`src/rtl/spim_pkg.sv`:
```
package spim_pkg;
    localparam int FRAME_MAX = 32;
    localparam int LEN_W     = 5;
    localparam int DIV_W     = 16;
    localparam int NUM_CS    = 4;

    localparam logic [7:0] OFS_CTRL0 = 8'h00;
    localparam logic [7:0] OFS_CTRL1 = 8'h04;
    localparam logic [7:0] OFS_CTRL2 = 8'h08;
    localparam logic [7:0] OFS_STAT  = 8'h0C;
    localparam logic [7:0] OFS_DATA  = 8'h18;
    localparam logic [7:0] OFS_REV   = 8'h60;
    localparam logic [7:0] OFS_FEAT  = 8'h64;

    typedef enum logic {ENG_IDLE = 1'b0, ENG_SHIFT = 1'b1} eng_state_e;
endpackage

```
`src/rtl/spim_fifo.sv`:
```
module spim_fifo #(
    parameter int W     = 32,
    parameter int DEPTH = 16
) (
    input  logic                         clk,
    input  logic                         rst_n,
    input  logic                         clr,
    input  logic                         push,
    input  logic [W-1:0]                 wdata,
    input  logic                         pop,
    output logic [W-1:0]                 rdata,
    output logic [$clog2(DEPTH+1)-1:0]   count,
    output logic                         full,
    output logic                         empty
);
    localparam int AW = (DEPTH > 1) ? $clog2(DEPTH) : 1;
    localparam int CW = $clog2(DEPTH + 1);

    typedef struct packed {
        logic [AW-1:0] wr;
        logic [AW-1:0] rd;
        logic [CW-1:0] cnt;
    } fifo_t;

    fifo_t q, d;
    logic [W-1:0] mem_q [DEPTH];
    logic do_push, do_pop;

    assign full    = (q.cnt == CW'(DEPTH));
    assign empty   = (q.cnt == '0);
    assign count   = q.cnt;
    assign do_push = push && !full && !clr;
    assign do_pop  = pop && !empty && !clr;
    assign rdata   = empty ? '0 : mem_q[q.rd];

    always_comb begin
        d = q;
        if (clr) begin
            d = '0;
        end else begin
            if (do_push) d.wr = (q.wr == AW'(DEPTH - 1)) ? '0 : q.wr + AW'(1);
            if (do_pop)  d.rd = (q.rd == AW'(DEPTH - 1)) ? '0 : q.rd + AW'(1);
            case ({do_push, do_pop})
                2'b10:   d.cnt = q.cnt + CW'(1);
                2'b01:   d.cnt = q.cnt - CW'(1);
                default: d.cnt = q.cnt;
            endcase
        end
    end

    always_ff @(posedge clk or negedge rst_n) begin
        if (!rst_n) q <= '0;
        else        q <= d;
    end

    always_ff @(posedge clk) begin
        if (do_push) mem_q[q.wr] <= wdata;
    end


    full_drop_chk: assert property (@(posedge clk) disable iff (!rst_n)
        (full && push && !pop && !clr) |=> (count == CW'(DEPTH)));


    clear_empty_chk: assert property (@(posedge clk) disable iff (!rst_n)
        clr |=> empty);
endmodule

```
`src/rtl/spim_engine.sv`:
```
module spim_engine
    import spim_pkg::*;
(
    input  logic                 clk,
    input  logic                 rst_n,
    input  logic                 run,
    input  logic                 tx_empty,
    input  logic [FRAME_MAX-1:0] tx_word,
    input  logic [LEN_W-1:0]     frame_len,
    input  logic [DIV_W-1:0]     div,
    input  logic                 lsb_first,
    input  logic                 out_en,
    input  logic                 loopback,
    input  logic                 miso,
    output logic                 tx_pop,
    output logic                 rx_push,
    output logic [FRAME_MAX-1:0] rx_word,
    output logic                 sclk,
    output logic                 mosi,
    output logic                 busy
);
    typedef struct packed {
        eng_state_e           st;
        logic [DIV_W-1:0]     hc;
        logic [LEN_W-1:0]     bitc;
        logic [LEN_W-1:0]     len;
        logic                 lsb;
        logic                 sclk;
        logic [FRAME_MAX-1:0] txw;
        logic [FRAME_MAX-1:0] rxw;
    } eng_t;

    eng_t q, d;
    logic [LEN_W-1:0] idx;
    logic mosi_raw, sample, load_ok, do_load;

    assign idx      = q.lsb ? (q.len - q.bitc) : q.bitc;
    assign mosi_raw = (q.st == ENG_SHIFT) && q.txw[idx];
    assign sample   = loopback ? mosi_raw : miso;
    assign load_ok  = run && !tx_empty;

    always_comb begin
        d       = q;
        tx_pop  = 1'b0;
        rx_push = 1'b0;
        do_load = 1'b0;
        if (q.st == ENG_IDLE) begin
            do_load = load_ok;
        end else if (q.hc == div) begin
            d.hc   = '0;
            d.sclk = ~q.sclk;
            if (!q.sclk) begin
                d.rxw[idx] = sample;
            end else if (q.bitc == '0) begin
                rx_push = 1'b1;
                if (load_ok) do_load = 1'b1;
                else         d.st = ENG_IDLE;
            end else begin
                d.bitc = q.bitc - LEN_W'(1);
            end
        end else begin
            d.hc = q.hc + DIV_W'(1);
        end
        if (do_load) begin
            tx_pop = 1'b1;
            d.st   = ENG_SHIFT;
            d.hc   = '0;
            d.sclk = 1'b0;
            d.txw  = tx_word;
            d.rxw  = '0;
            d.bitc = frame_len;
            d.len  = frame_len;
            d.lsb  = lsb_first;
        end
    end

    always_ff @(posedge clk or negedge rst_n) begin
        if (!rst_n) q <= '0;
        else        q <= d;
    end

    assign rx_word = q.rxw;
    assign sclk    = q.sclk;
    assign mosi    = out_en && mosi_raw;
    assign busy    = (q.st == ENG_SHIFT);


    idle_sclk_low_chk: assert property (@(posedge clk) disable iff (!rst_n)
        !busy |-> !sclk);


    busy_end_chk: assert property (@(posedge clk) disable iff (!rst_n)
        $fell(busy) |-> ($past(tx_empty) || !$past(run)));


    frame_end_on_fall_chk: assert property (@(posedge clk) disable iff (!rst_n)
        rx_push |=> !sclk);
endmodule

```
`src/rtl/spi_fifo_master.sv`:
```
module spi_fifo_master
    import spim_pkg::*;
#(
    parameter int          TX_DEPTH = 16,
    parameter int          RX_DEPTH = 16,
    parameter logic [31:0] REV_ID   = 32'h0002_0100
) (
    input  logic        clk,
    input  logic        rst_n,
    input  logic        bus_sel,
    input  logic        bus_wr,
    input  logic [7:0]  bus_addr,
    input  logic [31:0] bus_wdata,
    output logic [31:0] bus_rdata,
    output logic        spi_sclk,
    output logic        spi_mosi,
    input  logic        spi_miso,
    output logic [3:0]  cs_out
);
    localparam int TCW = $clog2(TX_DEPTH + 1);
    localparam int RCW = $clog2(RX_DEPTH + 1);

    typedef struct packed {
        logic [1:0]       mode;
        logic [2:0]       fmt;
        logic             cspol;
        logic             lsb;
        logic             lb;
        logic [DIV_W-1:0] div;
        logic [LEN_W-1:0] flen;
        logic             en;
        logic             txdoe;
        logic             rxen;
        logic             txen;
        logic             cslvl;
        logic [1:0]       cssel;
    } regs_t;

    regs_t q, d;
    logic wr_c0, wr_c1, wr_c2, wr_dat, rd_dat;
    logic tx_clr, rx_clr, run;
    logic tx_full, tx_empty, rx_full, rx_empty;
    logic [TCW-1:0] tx_cnt;
    logic [RCW-1:0] rx_cnt;
    logic [FRAME_MAX-1:0] tx_head, rx_head, eng_rx_word;
    logic eng_pop, eng_push, eng_busy;
    logic unused_wbits;

    assign wr_c0  = bus_sel && bus_wr && (bus_addr == OFS_CTRL0);
    assign wr_c1  = bus_sel && bus_wr && (bus_addr == OFS_CTRL1);
    assign wr_c2  = bus_sel && bus_wr && (bus_addr == OFS_CTRL2);
    assign wr_dat = bus_sel && bus_wr && (bus_addr == OFS_DATA);
    assign rd_dat = bus_sel && !bus_wr && (bus_addr == OFS_DATA);
    assign tx_clr = wr_c2 && bus_wdata[3];
    assign rx_clr = wr_c2 && bus_wdata[2];
    assign unused_wbits = ^bus_wdata[31:21];

    always_comb begin
        d = q;
        if (wr_c0) begin
            d.mode  = bus_wdata[3:2];
            d.cspol = bus_wdata[5];
            d.lsb   = bus_wdata[6];
            d.lb    = bus_wdata[7];
            d.fmt   = bus_wdata[14:12];
        end
        if (wr_c1) begin
            d.div  = bus_wdata[15:0];
            d.flen = bus_wdata[20:16];
        end
        if (wr_c2) begin
            d.en    = bus_wdata[0];
            d.txdoe = bus_wdata[1];
            d.rxen  = bus_wdata[7];
            d.txen  = bus_wdata[8];
            d.cslvl = bus_wdata[9];
            d.cssel = bus_wdata[11:10];
        end
    end

    always_ff @(posedge clk or negedge rst_n) begin
        if (!rst_n) q <= '0;
        else        q <= d;
    end

    assign run = q.en && q.txen && (q.mode == 2'd3) && (q.fmt == 3'd1);

    always_comb begin
        bus_rdata = '0;
        case (bus_addr)
            OFS_CTRL0: bus_rdata = {17'd0, q.fmt, 4'd0, q.lb, q.lsb, q.cspol, 1'b0, q.mode, 2'd0};
            OFS_CTRL1: bus_rdata = {11'd0, q.flen, q.div};
            OFS_CTRL2: bus_rdata = {20'd0, q.cssel, q.cslvl, q.txen, q.rxen, 5'd0, q.txdoe, q.en};
            OFS_STAT:  bus_rdata = {15'd0, 5'(tx_cnt), 3'd0, 5'(rx_cnt), 1'b0, eng_busy, !tx_full, rx_full};
            OFS_DATA:  bus_rdata = rx_head;
            OFS_REV:   bus_rdata = REV_ID;
            OFS_FEAT:  bus_rdata = {8'd0, 8'(TX_DEPTH - 1), 8'(RX_DEPTH - 1), 8'(FRAME_MAX - 1)};
            default:   bus_rdata = '0;
        endcase
    end

    spim_fifo #(.W(FRAME_MAX), .DEPTH(TX_DEPTH)) u_txq (
        .clk(clk), .rst_n(rst_n), .clr(tx_clr), .push(wr_dat), .wdata(bus_wdata),
        .pop(eng_pop), .rdata(tx_head), .count(tx_cnt), .full(tx_full), .empty(tx_empty)
    );

    spim_fifo #(.W(FRAME_MAX), .DEPTH(RX_DEPTH)) u_rxq (
        .clk(clk), .rst_n(rst_n), .clr(rx_clr), .push(eng_push && q.rxen), .wdata(eng_rx_word),
        .pop(rd_dat), .rdata(rx_head), .count(rx_cnt), .full(rx_full), .empty(rx_empty)
    );

    spim_engine u_eng (
        .clk(clk), .rst_n(rst_n), .run(run), .tx_empty(tx_empty), .tx_word(tx_head),
        .frame_len(q.flen), .div(q.div), .lsb_first(q.lsb), .out_en(q.txdoe),
        .loopback(q.lb), .miso(spi_miso), .tx_pop(eng_pop), .rx_push(eng_push),
        .rx_word(eng_rx_word), .sclk(spi_sclk), .mosi(spi_mosi), .busy(eng_busy)
    );

    for (genvar i = 0; i < NUM_CS; i++) begin : g_cs
        assign cs_out[i] = (q.cssel == 2'(i)) ? q.cslvl : q.cspol;
    end


    tx_clear_chk: assert property (@(posedge clk) disable iff (!rst_n)
        (wr_c2 && bus_wdata[3]) |=> (tx_cnt == '0));


    cs_single_chk: assert property (@(posedge clk) disable iff (!rst_n)
        $countones(cs_out ^ {NUM_CS{q.cspol}}) <= 1);


    no_start_chk: assert property (@(posedge clk) disable iff (!rst_n)
        (!run && !eng_busy) |=> !eng_busy);


    rx_empty_read_chk: assert property (@(posedge clk) disable iff (!rst_n)
        (rd_dat && rx_empty) |-> (bus_rdata == '0));
endmodule

```
`config.mk`:
```
export PLATFORM = sky130hd
export DESIGN_NAME = spi_fifo_master
export DESIGN_NICKNAME = d
export VERILOG_FILES = /design/src/rtl/spim_pkg.sv /design/src/rtl/spim_fifo.sv /design/src/rtl/spim_engine.sv /design/src/rtl/spi_fifo_master.sv
export SDC_FILE = /design/constraint.sdc
export NUM_CORES = 1
export LEC_CHECK = 0
export BUFFER_PORTS_ARGS = -buffer_cell sky130_fd_sc_hd__buf_4
export CAP_MARGIN = 20
export CELL_PAD_IN_SITES_DETAIL_PLACEMENT = 2
export CELL_PAD_IN_SITES_GLOBAL_PLACEMENT = 2
export CORE_ASPECT_RATIO = 1.2
export CORE_MARGIN = 3
export CORE_UTILIZATION = 45
export DETAILED_ROUTE_END_ITERATION = 7
export PLACE_DENSITY = 0.76
export SYNTH_ARGS = -nofsm -noshare
export SYNTH_HDL_FRONTEND = slang
export SYNTH_SLANG_ARGS = --single-unit
```
`constraint.sdc`:
```
create_clock -name clk -period 12.57 [get_ports clk]
set_input_delay 1.257 -clock clk [delete_from_list [all_inputs] [get_ports clk]]
set_output_delay 1.257 -clock clk [all_outputs]
set_load 0.1 [all_outputs]
```
* After elaboration in Yosys (flattened, before gate mapping)
Memory sizes are Yosys's and may differ from the RTL's.
Index checks and enable logic that the tools add are counted.
** Word-level totals
- Output and inout bits :: 38
- Logic and storage cells :: 170
- Memories kept :: 2
- Register bits :: 155
- Bits in writable memories :: 1024
** Memories
- u_rxq.mem_q :: depth 16, width 32, read ports 1, clocked after Yosys merged registers in 0, wr ports 1, line spim_fifo.sv:26 : logic [W-1:0] mem_q [DEPTH];
- u_txq.mem_q :: depth 16, width 32, read ports 1, clocked after Yosys merged registers in 0, wr ports 1, line spim_fifo.sv:26
** Operators by class
- Add/sub/neg operators :: 11
- Muxes and demuxes :: 54
- Equality and inequality tests :: 24
- Reduce and logical (&&, ||, !) cells :: 49
- Bitwise gates (word level) :: 1
- $lt $le $gt $ge :: 2
** Operators with widths (number)
- 32-bit one-hot mux with 7 select lines :: 1
- 32-bit 2-to-1 mux :: 5
- 93-bit 2-to-1 mux :: 1
- 32-bit bitwise mux :: 1
- 4-bit 2-to-1 mux :: 8
- 1-bit 2-to-1 mux :: 26
- 13-bit 2-to-1 mux :: 2
- 1-bit logical AND :: 25
- 22-bit 2-to-1 mux :: 1
- 5-bit 2-to-1 mux :: 4
- 5-bit one-hot mux with 2 select lines :: 2
- 16-bit by 1-bit adder with 16-bit output, second input constant :: 1
- 4-bit by 1-bit adder with 4-bit output, second input constant :: 4
- 16-bit equality test :: 1
- 4-bit equality test, second input constant :: 4
- 8-bit by 4-bit equality test with 1-bit output, second input constant :: 2
- 8-bit by 7-bit equality test with 1-bit output, second input constant :: 2
- 16-bit 2-to-1 mux :: 1
- 5-bit logical NOT :: 3
- 5-bit by 1-bit subtractor with 5-bit output, second input constant :: 3
- 2-bit nonzero test :: 7
- 5-bit by 1-bit adder with 5-bit output, second input constant :: 2
- 2-bit equality test, second input constant :: 5
- 5-bit equality test, second input constant :: 2
- 19 further kinds :: 28

* Logic depth before layout (Yosys ltp)
Gate-level depths: netlist of the first run.
- Depth in word-level cells :: 15
- Mapped depth :: 14
- Gate-level depth less buffers :: 14

* Modules after synthesis
From an unflattened synthesis of the first run, not the netlist that was laid out.
** Second synthesis, totals
- Cell total of the unflattened synthesis :: 2698
- Area, all modules :: 48933.2 um2
** By module, submodules not included
- spim_fifo (u_txq) :: cells an instance 907, area each 20372.0 um2, instances 1, seq. area each 15700.1 um2
- spim_fifo (u_rxq) :: cells an instance 907, area each 20369.5 um2, instances 1, seq. area each 15700.1 um2
- spim_engine :: cells an instance 681, area each 5869.4 um2, instances 1, seq. area each 2327.2 um2
- spi_fifo_master :: cells an instance 203, area each 2322.2 um2, instances 1, seq. area each 900.9 um2

* Least setup slack after synthesis of the first run
OpenSTA, ideal clock, no wires.
- Path type :: input port to flip-flop
- Start :: input port bus_addr[1]
- End :: memory u_txq.mem_q[3][0] (enable)
- Path slack :: 6.326 ns
- Data arrival time :: 5.732 ns
- Buffers on the path :: 1
- Stages on the path :: 5
- Data required time :: 12.057 ns
- Cell sequence :: nor4b_1 nand2_1 or3b_2 clkbuf_1 nor4b_1
** On the way
- Cells in the longest elaborated chain, start to end :: 7
** Ends and longest elaborated chain
- start: declaration :: line spi_fifo_master.sv:12 : input logic [7:0] bus_addr,
- 8-bit by 4-bit equality test with 1-bit output :: line spi_fifo_master.sv:51 : assign wr_c2 = bus_sel && bus_wr && (bus_addr == OFS_CTRL2);
- 1-bit logical AND :: line spi_fifo_master.sv:51
- 1-bit logical AND :: line spi_fifo_master.sv:54 : assign tx_clr = wr_c2 && bus_wdata[3];
- 1-bit logical NOT :: line spim_fifo.sv:32 : assign do_push = push && !full && !clr;
- 1-bit logical AND * :: line spim_fifo.sv:32
- 1-bit 2-to-1 mux * :: line spim_fifo.sv:57 : if (do_push) mem_q[q.wr] <= wdata;
- 1-bit 2-to-1 mux (not written as such) * :: line spim_fifo.sv:57
- end: declaration :: line spim_fifo.sv:26
Mark *: on every way between the ends. The rest lies on a longest branch, timed or not.

* Worst setup path in the final report of the first run
- Start :: register u_eng.q[66] in the netlist's numbering
- End :: output port spi_mosi
** On the way
- Cells in the longest elaborated chain, start to end :: 6
** Ends and longest elaborated chain
- start: declaration :: line spim_engine.sv:33 : eng_t q, d;
- start signal: assignment :: line spim_engine.sv:78 : if (!rst_n) q <= '0;
- start signal: assignment :: line spim_engine.sv:79 : else q <= d;
- 5-bit subtractor :: line spim_engine.sv:37 : assign idx = q.lsb ? (q.len - q.bitc) : q.bitc;
- 5-bit 2-to-1 mux :: line spim_engine.sv:37
- 1-bit binary-select mux with 5-bit select :: line spim_engine.sv:38 : assign mosi_raw = (q.st == ENG_SHIFT) && q.txw[idx];
- 1-bit 2-to-1 mux (not written as such) :: line spim_engine.sv:38
- 1-bit logical AND :: line spim_engine.sv:38
- 1-bit logical AND :: line spim_engine.sv:84 : assign mosi = out_en && mosi_raw;
- end: declaration :: line spi_fifo_master.sv:16 : output logic spi_mosi,
No other way between the ends. The select of a mux whose other input is x is not followed.

==> results by group, run 1 <==
Clock tree
  • Clock Tree Buf Depth: 3
  • Hold bufs inserted after CTS: 0
  • CTS clk-pin slew, worst paths: approximately 0.07 ns
  • Post-CTS Setup Inserts: 0
  • CTS root buf: clkbuf_16
  • Sink Count: 1179
  • CTS tree: built
  • Num CTS Buffers: 118
  • # H-tree levels: 3
  • Post_cts resized: 0
  • Clock latency on the worst-skew pair: 0.73 ns

Setup path
  • CP max stage delay: 0.75 ns
  • Reg2reg path depth: 9
  • CP max stage cell: xnor2_1
  • CP dominant cell by count: inv_1
  • FF-to-FF End: u_rxq.mem_q[0][19]$_DFFE_PP_
  • FF-to-FF Start: q[27]$_DFFE_PN0P_
  • Worst setup endpoint: spi_mosi
  • Setup Crit Path Kind: flop to primary output
  • Arrival time of the worst setup path: between 4 and 5 ns
  • CP startpoint: u_eng.q[66]$_DFFE_PN0N_
  • Worst Setup End Kind: primary output
  • Crit start category: flop
  • Critical Path RT: approximately 11 ns
  • Critical-path cell list: inv_1 -> ha_1 -> inv_1 -> fa_1 -> a211oi_1 -> o21ba_2 -> o21ai_1 -> xnor2_1 -> mux2i_1 -> a32o_2 -> nor3_1 -> buf_4
  • Setup slack, reg-to-reg: 7.36 ns
  • Worst Path Max Fanout: 11

Status
  • Status: completed

Logic synthesis
  • Syn Std Cell Area: 47200 um2
  • Syn_area_per_cell: around 19 um2
  • Register area share after synthesis: between 70 and 80%
  • Synthesized instance count: 2438
  • Syn Nets: ~2500
  • Most used flip-flop cell after synthesis: edfxtp_1
  • Yosys Warn Count: 0
  • Seq cells post-synth: about 1200
  • Post-synth EDFFs: a little over 1000
  • Post-synth cell types: 70
  • Ys async rst share: 13.1%

Pwr
  • Power per cell area: approximately 150 nW/um2
  • Pwr Total: between 8 and 9 mW
  • Max VDD drop: around 130 uV
  • Leakage: about 16 nW

Route
  • Via Count: around 25000
  • Number of remaining DRC errors: 0
  • DR pass1 iterations: 5
  • DR WL/cell: 34.7 um
  • WL final: 141 mm
  • ANT nets after route: 0
  • Via density per instance: between 6 and 7
  • 1st-iter DRT viols: 2381

Cells and area
  • Share of layout cells above drive strength 1: roughly 27%
  • Fin area: ~54000 um2
  • Layout Area Growth over Synthesis: 13.7%
  • Fillcell total: approximately 8900
  • Nets: approximately 2600

Timing
  • Worst slew pin tran: ~1.1 ns
  • Clock Skews: approximately 0.040 ns
  • Setup TNS Final: 0 ns
  • Slew Viols, Final: 0
  • Hold Fails Final Rpt: 0
  • Slew HR: between 20% and 30%
  • RSZ-0062 raised after global routing: false
  • Fin crit period: 6.18 ns
  • Tcrit/Tclk final: 49.2%
  • Fmax: about 160 MHz
  • Final setup fails: 0

Job
  • Max_cap viols: 0

Global route
  • GRT Total Usage: 26.3%
  • Vias in the first global route: 28200
  • Initial antenna violation count: 10
  • Grt ovf: 0
  • Largest net degree at the start of global routing: 65
  • First-pass GRT wire length: between 200 and 250 mm

Die
  • # rows: around 130
  • Initial core utilization: 45.6%
  • Die height: around 360 um
  • Die X: approximately 300 um
  • Boundary pin count: 83
  • Core area: approximately 100000 um2
  • Die ar.: 109000 um2

Placed design
  • Port Buf Inserts: just over 80
  • Post-detail-place hpwl: between 80 and 90 mm
  • Global placement routability congestion: 0.845
  • Area after DPL: 49600 um2

Hold path
  • Class of the worst hold path: flop to flop
## kinds of logic after synthesis
group,count (synthesis),synth area share (%)
compound gates,230,3.23
buf+inv,159,1.37
mux,399,16.7
fa+ha+maj,24,0.667
simple gates,414,4.09
xor+xnor,33,0.612
flops,1179,73.3
## cells in the final DEF, fill, tap and decap left out, types with 14 or more instances in the layout
cell / instances
a22oi_1: 18
and2_2: 16
buf_4: 142
nand2_1: 212
a21oi_1: 34
dfrtp_1: 147
xnor2_1: 21
edfxtp_1: 1024
clkbuf_16: 120
o211ai_1: 14
bufinv_16: 19
nor3_1: 15
o21ai_0: 78
nor2_1: 45
mux2_2: 44
ha_1: 22
clkinv_2: 19
mux2i_1: 47
clkbuf_1: 20
nor2b_1: 18
nand3_1: 28
inv_1: 29
mux4_2: 303
clkinv_1: 24
## sequential cells by signal, indices dropped and copies added (netlist names)
register and flops:
u_txq.mem_q 512, u_txq.q 8, u_rxq.mem_q 512, u_eng.sclk 1, u_rxq.q 8, u_rxq.count 5
u_eng.rx_word 32, u_eng.busy 1, u_eng.q 59, u_txq.count 5, q 36
## report_power, final
| group | leakage [nW] | internal [mW] | switching (mW) |
|---|---|---|---|
| clock | 1.96 | 2.16 | 1.55 |
| sequential | 9.47 | 4.23 | 0.0125 |
| combinational | 4.80 | 0.0611 | 0.101 |
| total | 16.2 | 6.45 | 1.67 |
## worst min path at each step
| stage | slack (ns) | cells past startpoint | endpoint | startpoint |
|---|---|---|---|---|
| after floorplan | 0.44 | 2 | u_eng.q[41]$_DFFE_PN0N_ | u_eng.q[41]$_DFFE_PN0N_ |
| after detailed placement | 0.47 | 2 | u_eng.q[62]$_DFFE_PN0N_ | u_eng.q[62]$_DFFE_PN0N_ |
| final | 0.48 | 2 | u_eng.q[60]$_DFFE_PN0N_ | u_eng.q[60]$_DFFE_PN0N_ |
| after global placement | 0.45 | 2 | u_eng.q[49]$_DFFE_PN0N_ | u_eng.q[49]$_DFFE_PN0N_ |
| after CTS | 0.49 | 2 | u_eng.q[60]$_DFFE_PN0N_ | u_eng.q[60]$_DFFE_PN0N_ |
| after global routing | 0.53 | 2 | u_eng.q[60]$_DFFE_PN0N_ | u_eng.q[60]$_DFFE_PN0N_ |
## synth_stat cells (7+ instances only)
master | count | share of area (%)
nor3_1 | 18 | 0.19
nand3_1 | 28 | 0.30
a21oi_1 | 35 | 0.37
nand4_1 | 7 | 0.093
nor4_1 | 11 | 0.15
xnor2_1 | 21 | 0.39
a221oi_1 | 13 | 0.24
o21a_1 | 8 | 0.13
ha_1 | 22 | 0.58
buf_1 | 32 | 0.25
nor2b_1 | 18 | 0.24
mux4_2 | 303 | 14
o21ai_0 | 78 | 0.83
inv_1 | 29 | 0.23
mux2_2 | 44 | 1.0
o31ai_1 | 12 | 0.19
a22o_1 | 7 | 0.13
nor2_1 | 51 | 0.41
and2_1 | 23 | 0.30
buf_2 | 16 | 0.17
and3_1 | 17 | 0.23
dfrtp_1 | 155 | 8.2
nand2_1 | 212 | 1.7
o211ai_1 | 14 | 0.22
mux2i_1 | 47 | 1.0
edfxtp_1 | 1024 | 65
nand2b_1 | 7 | 0.093
clkbuf_1 | 75 | 0.60
a21o_1 | 12 | 0.19
a22oi_1 | 18 | 0.29
xor2_1 | 12 | 0.22
## through the flow
stage | setup WS (ns) | std cells | hold WS [ns] | util (%)
3_3_place_gp | 7.23 | 3825 | 0.453 | 47.9
5_1_grt | 6.24 | 4051 | 0.530 | 51.8
6_report | 6.39 | 4058 | 0.481 | 51.9
2_1_floorplan | 6.33 | 2438 | 0.437 | -
4_1_cts | 6.48 | 4047 | 0.492 | 51.8
3_5_place_dp | 7.15 | 3825 | 0.475 | 47.9
## layer usage
metal,GRT usage [%],part of all wire [%]
met1,32.8,38
met2,47.3,54
met3,3.76,5.1
met4,8.65,3.2
met5,0,0
## final cells by class
type / count / area [um2] / share of cell area, %
clock buffers: 144 / 3130 / 5.83
repair buffers: 144 / 1100 / 2.06
well taps: 1375 / 1720 / 3.20
inverters: 30 / 115 / 0.214
diodes: 8 / 20.0 / 0.0373
multi-input cells: 1100 / 12100 / 22.5
flip-flops and latches: 1179 / 34600 / 64.5
clock inverters: 78 / 897 / 1.67
## critical path: cells and delay by family, from the launching register on
| family | cells | cell delay (ns) |
|---|---|---|
| AOI/OAI and AO/OA | 4 | 0.99 |
| xor gates and xnor gates | 1 | 0.75 |
| adders and majority gates | 2 | 0.58 |
| buffers and inverters | 3 | 0.58 |
| DFF | 1 | 0.37 |
| muxes | 1 | 0.20 |
| and+or+nand+nor | 1 | 0.69 |
Power figures use the tool's default switching activity.
==> inputs of run 2 (changes only) <==
==> constraint.sdc (replaced) <==
create_clock -name clk -period 6.2 [get_ports clk]
set_input_delay 0.62 -clock clk [delete_from_list [all_inputs] [get_ports clk]]
set_output_delay 0.62 -clock clk [all_outputs]
set_load 0.1 [all_outputs]
==> run 2 against run 1 <==
Against the previous run: power is 100% higher; utilization hardly changed; clock power is 98% higher; clock skew is 0.00061 ns higher; design area hardly changed; first-iteration DRC count is 1.8% higher; sequential cell count stayed put; die area stayed put; combinational power is 110% higher; final cell count is 0.20% lower; non-clock buffer count is 5 higher; worst hold slack worse by 0.26 ns; largest cell class unchanged.
==> results by group, run 2 (synthesis gave the netlist of run 1 again) <==
Pwr
  • Leakage: between 15 and 20 nW
  • Power per cell area: between 300 and 400 nW/um2
  • Max VDD drop: around 270 uV

Route
  • Top Metal Used: met5
  • DR WL/cell: ~35 um
  • Via density per instance: between 6 and 7
  • 1st-iter DRT viols: about 2400
  • DR WL met3: approximately 6.5 mm
  • WL met1: between 50 and 60 mm
  • DR pass1 iterations: 6
  • Number of remaining DRC errors: 0
  • Via Count: ~25000
  • Wire length on met2: roughly 78 mm
  • ANT nets after route: 0
  • WL final: about 140 mm

Cells and area
  • Layout Utilization: just over 50%
  • Most common cell after layout, fill and taps aside: edfxtp_1
  • Register Area: about 35000 um2
  • Regs by FF count: u_rxq.mem_q: 512 flops, u_txq.mem_q: 512 flops, u_eng.q: 59 flops
  • Multi-input gate area: ~12000 um2
  • Nets: approximately 2600
  • Most frequent cells in the layout: edfxtp_1 (1024), mux4_2 (303), nand2_1 (212), dfrtp_1 (147), buf_4 (135)
  • Fillcell total: between 8000 and 9000
  • Share of layout cells above drive strength 1: 26.8%
  • Layout Area Growth over Synthesis: 13.7%
  • Post-route insts no fill: around 4100

Placed design
  • Global placement routability congestion: slightly above 0.8
  • Port Buf Inserts: ~80
  • Placed Cells incl. Taps: between 3000 and 4000
  • Setup Slack @ Placement: ~1.6 ns
  • Post-detail-place hpwl: 85.8 mm

Setup path
  • CP startpoint: u_eng.q[66]$_DFFE_PN0N_
  • CP max stage delay: roughly 0.74 ns
  • Worst Setup End Kind: primary output
  • Reg2reg path depth: 10
  • Crit start category: flop
  • FF-to-FF Start: u_eng.q[71]$_DFFE_PN0P_
  • FF-to-FF End: u_rxq.mem_q[13][31]$_DFFE_PP_
  • Setup slack, reg-to-reg: between 1.5 and 2 ns
  • Critical Path RT: about 5.6 ns
  • Arrival time of the worst setup path: roughly 4.9 ns
  • CP max stage cell: xnor2_1
  • CP dominant cell by count: inv_1
  • Critical-path cell list: inv_1 -> ha_1 -> inv_1 -> fa_1 -> a211oi_1 -> o21ba_2 -> o21ai_1 -> xnor2_1 -> mux2i_1 -> a32o_2 -> nor3_1 -> buf_4
  • Worst Path Max Fanout: 11
  • Setup Crit Path Kind: flop to primary output

Timing
  • Fin crit period: between 5 and 6 ns
  • Tcrit/Tclk final: 88.3%
  • RSZ-0062 raised after global routing: false
  • Worst slew pin tran: roughly 1.2 ns
  • Clock Skews: approximately 0.041 ns
  • Fmax: about 180 MHz
  • Hold Fails Final Rpt: 0
  • Slew HR: between 20% and 30%
  • Final worst setup slack: around 0.72 ns
  • Slew Viols, Final: 0
  • Final setup fails: 0
  • Setup TNS Final: 0 ns

Clock tree
  • Post_cts resized: 0
  • Clock Tree Buf Depth: 3
  • # H-tree levels: 3
  • Sink Count: around 1200
  • Clock latency on the worst-skew pair: ~0.73 ns
  • Num CTS Buffers: between 100 and 150
  • CTS clk-pin slew, worst paths: ~0.07 ns
  • CTS root buf: clkbuf_16
  • CTS tree: built

Hold path
  • Class of the worst hold path: input port to flop
  • Hold Crit Endpoint: u_txq.mem_q[11][25]$_DFFE_PP_
  • Worst hold path depth: 1
  • Worst hold start: bus_wdata[25]

Status
  • Status: completed

Die
  • Die ar.: ~110000 um2
  • Core area: about 100000 um2
  • Boundary pin count: between 80 and 90
  • Initial core utilization: between 40% and 50%
  • # rows: 129
  • Die height: 361 um
  • Die X: ~300 um

Global route
  • Initial antenna violation count: 8
  • First-pass GRT wire length: 209 mm
  • GRT Total Usage: around a quarter
  • Grt ovf: 0
  • Largest net degree at the start of global routing: between 70 and 80
  • Vias in the first global route: 28000

Job
  • Max_cap viols: 0
-- run 2: cell count changes in the layout (fill, tap and decap cells not counted), sizes merged, moves of 2 or more --
cell,before,now
diode,8,3
clkinv,48,44
inv,36,34
buf,144,148
-- run 2: what timing repair did --
| action | CTS | global route |
|---|---|---|
| hold buffers | 1 | 0 |
| hold endpoints to repair | 37 | 0 |
| buffers inserted | 0 | 0 |
| setup endpoints to repair | 0 | 0 |
-- run 2: metrics by stage --
stage / power [mW] / area (um2) / hold WS (ns)
6_report: 16.3 / 53700 / 0.216
5_1_grt: 16.7 / 53700 / 0.208
4_1_cts: 16.4 / 53700 / 0.161
3_5_place_dp: 9.11 / 49800 / 0.476
3_3_place_gp: 9.09 / 49700 / 0.458
2_1_floorplan: 8.93 / 47200 / 0.324
-- run 2: routing by layer --
layer,vias to the layer above,global-route usage [%]
li1,10200,-
met1,13800,33.7
met2,841,48.3
met3,220,3.50
met4,8,7.56
met5,-,0
-- run 2: area by class of cell --
type	count	area share, %
Clock buffer	144	5.72
Sequential cell	1179	64.5
Inverter	30	0.214
Antenna cell	3	0.0140
Clock inverter	70	1.51
Multi-Input combinational cell	1100	22.5
Timing Repair Buffer	149	2.34
Tap cell	1375	3.20
-- run 2: critical path, delay by kind of cell (launching register included) --
family / cells / cell delay, ns
AO/OA/AOI/OAI: 4 / 0.95
XOR/XNOR: 1 / 0.74
AND/OR/NAND/NOR: 1 / 0.71
adder cells (fa/ha/maj): 2 / 0.58
buffers and inverters: 3 / 0.57
flip-flops: 1 / 0.38
multiplexers: 1 / 0.19
-- run 2: power breakdown --
| part | internal, mW | leakage, nW | switching, mW |
|---|---|---|---|
| clock network | 4.25 | 1.89 | 3.10 |
| logic | 0.129 | 4.86 | 0.206 |
| registers | 8.57 | 9.47 | 0.0315 |
-- run 2: worst max path at each step --
stage                                  endpoint  slack (ns)
global route                           spi_mosi        0.49
global placement                  bus_rdata[19]        1.69
detailed placement                     spi_mosi        1.59
floorplan           u_txq.mem_q[3][0]$_DFFE_PP_        0.59
finish                                 spi_mosi        0.72
CTS                                    spi_mosi        0.78
